### config.mk
export PLATFORM = sky130hd
export DESIGN_NAME = tap_win_acc
export DESIGN_NICKNAME = d
export VERILOG_FILES = /design/src/rtl/tapwin_pkg.sv /design/src/rtl/twa_pos_ctr.sv /design/src/rtl/twa_weight.sv /design/src/rtl/twa_accum.sv /design/src/rtl/tap_win_acc.sv
export SDC_FILE = /design/constraint.sdc
export NUM_CORES = 1
export LEC_CHECK = 0
export BUFFER_PORTS_ARGS = -buffer_cell sky130_fd_sc_hd__buf_2
export CAP_MARGIN = 20
export CORE_ASPECT_RATIO = 1.2
export CORE_MARGIN = 1.5
export CORE_UTILIZATION = 55
export CTS_BUF_LIST = sky130_fd_sc_hd__clkbuf_8
export DETAILED_ROUTE_END_ITERATION = 6
export GPL_ROUTABILITY_DRIVEN = 0
export PLACE_DENSITY_LB_ADDON = 0.12
export SLEW_MARGIN = 30
export SYNTH_ARGS = -nofsm -noshare
export SYNTH_HDL_FRONTEND = slang
export SYNTH_HIERARCHICAL = 1
export SYNTH_SLANG_ARGS = --single-unit
export TNS_END_PERCENT = 20
### constraint.sdc
create_clock -name clk -period 4.1 [get_ports clk]
set_input_delay 1.23 -clock clk [delete_from_list [all_inputs] [get_ports clk]]
set_output_delay 1.23 -clock clk [all_outputs]
set_load 0.05 [all_outputs]
### src/rtl/tapwin_pkg.sv
package tapwin_pkg;

  // Largest weighted total of a window of all ones: T*(W-2T) + T*(T+1)
  function automatic int unsigned peak_total(int unsigned win, int unsigned tap);
    return tap * (win - tap + 1);
  endfunction

  function automatic bit is_pow2(int unsigned v);
    return (v != 0) && ((v & (v - 1)) == 0);
  endfunction

endpackage

### src/rtl/twa_pos_ctr.sv
module twa_pos_ctr #(
  parameter int WIN_LEN = 6176,
  parameter int POS_W   = 13
) (
  input  logic             clk,
  input  logic             rst,
  input  logic             en_i,
  output logic [POS_W-1:0] pos_o,
  output logic             last_o
);
  localparam logic [POS_W-1:0] LAST_POS = POS_W'(WIN_LEN - 1);

  assign last_o = (pos_o == LAST_POS);

  always_ff @(posedge clk) begin
    if (rst) begin
      pos_o <= '0;
    end else if (en_i) begin
      pos_o <= last_o ? '0 : pos_o + POS_W'(1);
    end
  end
endmodule

### src/rtl/twa_weight.sv
module twa_weight #(
  parameter int WIN_LEN = 6176,
  parameter int TAPER   = 32,
  parameter int POS_W   = 13,
  parameter int WT_W    = 6
) (
  input  logic [POS_W-1:0] pos_i,
  output logic [WT_W-1:0]  wt_o
);
  localparam logic [POS_W-1:0] RISE_END  = POS_W'(TAPER);
  localparam logic [POS_W-1:0] FALL_BEG  = POS_W'(WIN_LEN - TAPER);
  localparam logic [POS_W-1:0] WIN_SZ    = POS_W'(WIN_LEN);
  localparam logic [WT_W-1:0]  FLAT_WT   = WT_W'(TAPER);

  logic [POS_W-1:0] rise_wt, fall_wt;

  assign rise_wt = pos_i + POS_W'(1);
  assign fall_wt = WIN_SZ - pos_i;

  always_comb begin
    if (pos_i < RISE_END)       wt_o = WT_W'(rise_wt);
    else if (pos_i >= FALL_BEG) wt_o = WT_W'(fall_wt);
    else                        wt_o = FLAT_WT;
  end
endmodule

### src/rtl/twa_accum.sv
module twa_accum #(
  parameter int ACC_W = 18,
  parameter int WT_W  = 6,
  parameter int SH    = 5,
  parameter int OUT_W = 13
) (
  input  logic             clk,
  input  logic             rst,
  input  logic             en_i,
  input  logic             bit_i,
  input  logic             last_i,
  input  logic [WT_W-1:0]  wt_i,
  output logic [OUT_W-1:0] sample_o,
  output logic             valid_o
);
  logic [ACC_W-1:0] acc_q;
  logic [ACC_W-1:0] addend;
  logic [ACC_W-1:0] sum;

  assign addend = bit_i ? ACC_W'(wt_i) : '0;
  assign sum    = acc_q + addend;

  always_ff @(posedge clk) begin
    if (rst) begin
      acc_q    <= '0;
      sample_o <= '0;
      valid_o  <= 1'b0;
    end else begin
      valid_o <= en_i && last_i;
      if (en_i) begin
        if (last_i) begin
          acc_q    <= '0;
          sample_o <= sum[SH +: OUT_W];
        end else begin
          acc_q <= sum;
        end
      end
    end
  end
endmodule

### src/rtl/tap_win_acc.sv
module tap_win_acc #(
  parameter  int WIN_LEN = 6176,
  parameter  int TAPER   = 32,
  localparam int OUT_W   = $clog2(WIN_LEN - TAPER + 2)
) (
  input  logic             clk,
  input  logic             rst,
  input  logic             en_i,
  input  logic             adc_bit_i,
  output logic [OUT_W-1:0] sample_o,
  output logic             valid_o
);
  localparam int POS_W = $clog2(WIN_LEN);
  localparam int WT_W  = $clog2(TAPER + 1);
  localparam int ACC_W = $clog2(tapwin_pkg::peak_total(WIN_LEN, TAPER) + 1);
  localparam int SH    = $clog2(TAPER);

  if (2 * TAPER >= WIN_LEN) begin : g_bad_len
    $error("taper must be shorter than half the window");
  end
  if (!tapwin_pkg::is_pow2(TAPER)) begin : g_bad_tap
    $error("taper length must be a power of two");
  end

  logic [POS_W-1:0] pos;
  logic             last;
  logic [WT_W-1:0]  wt;

  twa_pos_ctr #(.WIN_LEN(WIN_LEN), .POS_W(POS_W)) u_pos (
    .clk(clk), .rst(rst), .en_i(en_i), .pos_o(pos), .last_o(last)
  );

  twa_weight #(.WIN_LEN(WIN_LEN), .TAPER(TAPER), .POS_W(POS_W), .WT_W(WT_W)) u_wt (
    .pos_i(pos), .wt_o(wt)
  );

  twa_accum #(.ACC_W(ACC_W), .WT_W(WT_W), .SH(SH), .OUT_W(OUT_W)) u_acc (
    .clk(clk), .rst(rst), .en_i(en_i), .bit_i(adc_bit_i), .last_i(last),
    .wt_i(wt), .sample_o(sample_o), .valid_o(valid_o)
  );
endmodule

==> results of run 1 <==
layer usage:
metal / part of all wire [%] / up-vias / GRT usage [%]
li1: - / 1283 / -
met1: 43 / 1151 / 28.5
met2: 54 / 30 / 45.3
met3: 2.2 / 6 / 4.16
met4: 1.1 / 0 / 5.40
met5: 0 / - / 0
report_power, final:
part / internal, W / switching, W / leakage (nW)
combinational: 0.0000184 / 0.0000328 / 0.613
clock: 0.000177 / 0.000147 / 0.0540
sequential: 0.000441 / 0.00000835 / 0.363
total: 0.000636 / 0.000188 / 1.03
stage by stage:
stage	hold WS [ps]	total power (W)	util [%]
2_1_floorplan	445	0.000497	-
3_3_place_gp	456	0.000510	58.2
3_5_place_dp	464	0.000511	58.2
4_1_cts	477	0.000835	60.3
5_1_grt	516	0.000859	60.3
6_report	470	0.000824	60.3
cell type report:
cell class	instances	share of cell area, %
sequential	45	30.5
timing repair buffer	20	3.64
tap	60	2.54
clock buffer	5	2.33
multi-input combinational	260	58.5
clock inverter	2	1.18
inverter	11	1.40
path summary, 6_finish.rpt:
path                      from                end
min reg2reg  u_acc/sample_o[0]  u_acc/sample_o[0]
max             u_pos/pos_o[8]    u_acc/acc_q[10]
max reg2reg     u_pos/pos_o[8]    u_acc/acc_q[10]
min          u_acc/sample_o[0]  u_acc/sample_o[0]
kinds of logic after synthesis:
group | count (synthesis)
AOI/OAI and AO/OA | 105
DFF | 45
adders and majority gates | 10
buffers and inverters | 31
and+or+nand+nor | 129
xor gates and xnor gates | 15
muxes | 1
tightest hold or removal path, stage by stage (launching register included):
cell	delay, ps
dfxtp_1	310
nand3_1	60
o31ai_1	60
sequential cells by signal, summed over array words and instances, names as in the netlist:
signal          cells
u_acc/acc_q        18
u_acc/sample_o     13
u_acc/valid_o       1
u_pos/pos_o        13
Yosys cell counts, types with 3 or more instances:
cell type / number
o211ai_1: 10
a211oi_1: 3
o21ai_0: 24
inv_1: 11
o31ai_1: 3
buf_4: 3
a21o_1: 3
nor2_1: 26
nand2_1: 28
nand3_1: 15
a31oi_1: 18
ha_1: 9
a21oi_1: 12
nor4_2: 3
dfxtp_1: 45
clkbuf_1: 8
a32oi_1: 3
nor3_1: 6
nand4_1: 5
or3_1: 10
and2_1: 7
nor4_1: 3
buf_2: 5
xor2_1: 5
or4_1: 9
xnor2_1: 10
==> flow_summary_export.csv, run 1 <==
group,metric,value,unit
drt,final_antenna_net_count,0,
synthesis,syn-instance-count,336,
drt,post_drt_wl_per_cell,15.5,um
synthesis,yosys.area_share.simple,25.8,%
critical_path,path_buf_inv,0,
critical_path,crit_path_top_delay_cell,"or4b_1",
critical_path,crit_fanout,12,
floorplan,coreArea,4900,um^2
sta,fin_skew,7.89,ps
drt,num_vias,2470,
clock_network,cts_num_sinks,45,
global_routing,overflow,0,
power,peakVddDrop,0.178,mV
status,status,"complete, no violations",
drt,drtIter0Drc,131,
critical_path,crit_required,4330,ps
critical_path,arrival,3730,ps
cells_and_area,multi_input_area,1730,um^2
clock_network,holdBufCountCts,0,
floorplan,num_io_pins,18,
synthesis,synth_top_cell_area_share,32.4,%
placement,hpwl,4250,um
floorplan,rows,28,
synthesis,synth_edf_count,0,
critical_path,cp.depth,10,
synthesis,synth_fa_ha_area_share,4.77,%
floorplan,die_x,67.9,um
placement,port_buffers,17,
cells_and_area,drive_gt1_share,13.7,%
run,drv_cap,0,
sta,fin_ws,597,ps
cells_and_area,final_common_cell,"dfxtp_1",
placement,pre_cts_slack,520,ps
critical_path,max_stage_delay,610,ps
cells_and_area,n_fill_cell,457,
synthesis,synthXorXnorAreaFrac,4.73,%
sta,fin_setup_tns,0,ps
drt,routed_wirelength,6250,um
critical_path,crit_path_end_kind,"flop",
global_routing,antenna_found_initial,0,
clock_network,clock_latency,300,ps
synthesis,yosysSeqAreaShare,32.4,%
critical_path,path_cells,"or4_4 > nor2_2 > a221o_1 > o21ai_0 > and2_1 > ha_1 > o2111ai_1 > or4b_1 > a2bb2oi_1 > a21oi_1",
global_routing,grt_pass1_vias,2252,
cells_and_area,areaGrowthSynthToFinish,6.44,%
placement,place_inst,396,
global_routing,grt_pass1_wl,10400,um
clock_network,postCtsSetupBuffers,0,
power,power_density,279,nW/um^2
critical_path,reg2reg_slack,600,ps
synthesis,async_reset_ff_share,0,%
drt,drc,0,
synthesis,synth_area_leaders,"dfxtp_1 32%, o21ai_0 4.3%, a31oi_1 4.1%, ha_1 4.1%, nand2_1 3.8%",
min_path,worst_hold_path.num_cells,2,
synthesis,yosys_warnings,6,
cells_and_area,fin_area,2960,um^2
floorplan,dieArea,5490,um^2
clock_network,htreeDepth,2,
critical_path,worstRegToRegCells,10,
synthesis,synth_top_family_by_area,"compound AO/OA/AOI/OAI gates",
critical_path,critical-path-top-delay-family,"simple AND/OR/NAND/NOR gates",
cells_and_area,stdcell_count,403,
synthesis,synthMuxAreaShare,0.360,%
placement,dpl_cell_area,2850,um^2
critical_path,critPathKind,"reg -> reg",
sta,timing.final.crit_share,85.4,%
synthesis,syn-mean-instance-area,8.27,um^2
drt,viasPerCell,6.13,
clock_network,clk_pin_slew,80,ps
sta,tightest_slew,859,ps
sta,slew_viol_final,0,
sta,rsz0062_at_grt,"false",
floorplan,die_h,80.9,um
sta,final_hold_viol_count,0,
synthesis,ys_types,68,
synthesis,synth_compound_area_share,26.5,%
synthesis,ys_ff_latch,45,
clock_network,cts_buffer_depth,2,
synthesis,synth_nets,350,
global_routing,grt_usage,24.3,%
clock_network,tritoncts,"done",
clock_network,cts_resized,0,
sta,achievable-frequency,286,MHz
synthesis,synth_ff_type,"dfxtp_1",
cells_and_area,register_area,901,um^2
synthesis,synth_area,2780,um^2
critical_path,start_kind,"flop",
floorplan,start_util,56.7,%
drt,dr.pass1.iters,4,
sta,period_minus_slack,3500,ps
clock_network,cts_root_buffer,"clkbuf_8",
clock_network,cts_made_buffers,5,
power,cellLeakagePower,1.03,nW
min_path,min_path_type,"reg -> reg",
sta,relSlewSlack,42.4,%
cells_and_area,final_nets,357,
cells_and_area,diodes,0,
global_routing,grt_max_degree,28,
cells_and_area,final_cell_mix,"45 x dfxtp_1, 28 x nand2_1, 26 x nor2_1",
synthesis,synth_top_area_cell,"dfxtp_1",
sta,setup_viol,0,
(Power assumes the default switching activity.)
==> inputs of run 2 (changes only) <==
Settings changed: BUFFER_PORTS_ARGS -buffer_cell sky130_fd_sc_hd__buf_2 to -buffer_cell sky130_fd_sc_hd__buf_4.
==> run 2 against run 1 <==
- die area is the same
- clock power up 1%
- final area is 1.2% higher
- non-clock buffer count is 1 lower
- hold slack about the same
- routed wire length about the same
- critical endpoint unchanged
- largest cell class unchanged
==> flow_summary_export.csv, run 2 (synthesis gave the netlist of run 1 again) <==
group,metric,value,unit
cells_and_area,final_common_cell,"dfxtp_1",
min_path,min_path_type,"reg -> reg",
cells_and_area,largest-register,"u_acc/acc_q",
drt,post_drt_wl_per_cell,15.5,um
global_routing,grt_usage,24.5,%
cells_and_area,final_nets,356,
sta,period_minus_slack,3530,ps
cells_and_area,final_cell_mix,"45 x dfxtp_1, 28 x nand2_1, 26 x nor2_1",
clock_network,cts_num_sinks,45,
global_routing,overflow,0,
sta,fin_skew,9.51,ps
critical_path,start_kind,"flop",
placement,hpwl,4220,um
global_routing,grt_pass1_vias,2213,
critical_path,crit_required,4340,ps
sta,tightest_slew,860,ps
clock_network,htreeDepth,2,
drt,drc,0,
drt,drtIter0Drc,203,
cells_and_area,diodes,0,
global_routing,grt_max_degree,28,
floorplan,start_util,56.7,%
critical_path,path_buf_inv,0,
drt,num_vias,2557,
power,cellLeakagePower,1.03,nW
cells_and_area,finalCoreUtilization,61.0,%
floorplan,dieArea,5490,um^2
critical_path,max_stage_delay,610,ps
critical_path,critical-path-top-delay-family,"simple AND/OR/NAND/NOR gates",
cells_and_area,top_regs,"u_acc/acc_q x18, u_acc/sample_o x13, u_pos/pos_o x13",
global_routing,antenna_found_initial,0,
drt,final_antenna_net_count,0,
power,power_density,277,nW/um^2
clock_network,clock_latency,300,ps
sta,achievable-frequency,283,MHz
sta,relSlewSlack,42.6,%
sta,timing.final.crit_share,86.1,%
floorplan,die_h,80.9,um
run,drv_cap,0,
critical_path,crit_path_top_delay_cell,"or4b_1",
sta,hold_ws,470,ps
cells_and_area,largest_register_ffs,18,
floorplan,num_io_pins,18,
critical_path,crit_path_end_kind,"flop",
clock_network,cts_buffer_depth,2,
floorplan,coreArea,4900,um^2
critical_path,path_cells,"or4_4 > nor2_2 > a221o_1 > o21ai_0 > and2_1 > ha_1 > o2111ai_1 > or4b_1 > a2bb2oi_1 > a21oi_1",
clock_network,clk_pin_slew,90,ps
clock_network,cts_made_buffers,5,
status,status,"complete, no violations",
placement,dpl_cell_area,2890,um^2
clock_network,tritoncts,"done",
power,peakVddDrop,0.191,mV
cells_and_area,fin_area,2990,um^2
floorplan,rows,28,
floorplan,die_x,67.9,um
sta,slew_viol_final,0,
clock_network,cts_resized,0,
clock_network,cts_root_buffer,"clkbuf_8",
cells_and_area,drive_gt1_share,13.5,%
critical_path,crit_fanout,12,
cells_and_area,areaGrowthSynthToFinish,7.70,%
drt,viasPerCell,6.36,
sta,setup_viol,0,
global_routing,grt_pass1_wl,10400,um
drt,dr.pass1.iters,4,
critical_path,critPathKind,"reg -> reg",
sta,rsz0062_at_grt,"false",
sta,final_hold_viol_count,0,
critical_path,arrival,3770,ps
placement,port_buffers,17,
sta,fin_setup_tns,0,ps
drt,routed_wirelength,6240,um
clock_network,holdBufCountCts,0,
clock_network,postCtsSetupBuffers,0,
==> run 2: changes by cell type in the layout (fill, tap and decap cells not counted) <==
cell	before	now
buf_2	17	0
buf_4	3	19
==> run 2: routing by layer <==
metal / up-vias / wire [um] / GRT usage (%)
met1: 1209 / 2690 / 29.4
met3: 12 / 186 / 4.43
met4: 0 / 108 / 8.40
li1: 1289 / - / -
met2: 47 / 3250 / 43.4
met5: - / 0 / 0
==> run 2: through the flow <==
stage,worst slack [ps],total power (W),std cells
global placement,594,0.000510,395
floorplan,877,0.000497,336
finish,572,0.000828,402
detailed placement,510,0.000511,395
global route,357,0.000861,402
CTS,606,0.000837,402
==> run 2: worst register-to-register path: stages, from the launching register on <==
cell	delay (ps)
dfxtp_1	350
or4_4	570
nor2_2	260
a221o_1	190
o21ai_0	100
and2_1	180
ha_1	460
o2111ai_1	450
or4b_1	610
a2bb2oi_1	150
a21oi_1	160
==> run 2: worst paths after layout <==
check	startpoint	endpoint	slack, ps	depth (start not counted)
setup / recovery	u_pos/pos_o[8]	u_acc/acc_q[10]	570	10
hold / removal	u_acc/acc_q[0]	u_acc/acc_q[0]	470	2
setup reg to reg	u_pos/pos_o[8]	u_acc/acc_q[10]	570	10
hold reg to reg	u_acc/acc_q[0]	u_acc/acc_q[0]	470	2
==> run 2: report_power, final <==
| group | total, W | internal (W) | switching, W |
|---|---|---|---|
| combinational | 0.0000515 | 0.0000189 | 0.0000326 |
| sequential | 0.000449 | 0.000441 | 0.00000817 |
| clock | 0.000328 | 0.000177 | 0.000151 |
| total | 0.000828 | 0.000637 | 0.000191 |
==> run 2: layout make-up <==
type / instances / area [um^2]
Clock buffer: 5 / 68.8
Clock inverter: 2 / 35.0
Fill cell: 452 / 1910
Inverter: 11 / 41.3
Multi-Input combinational cell: 260 / 1730
Sequential cell: 45 / 901
Tap cell: 60 / 75.1
Timing Repair Buffer: 19 / 143
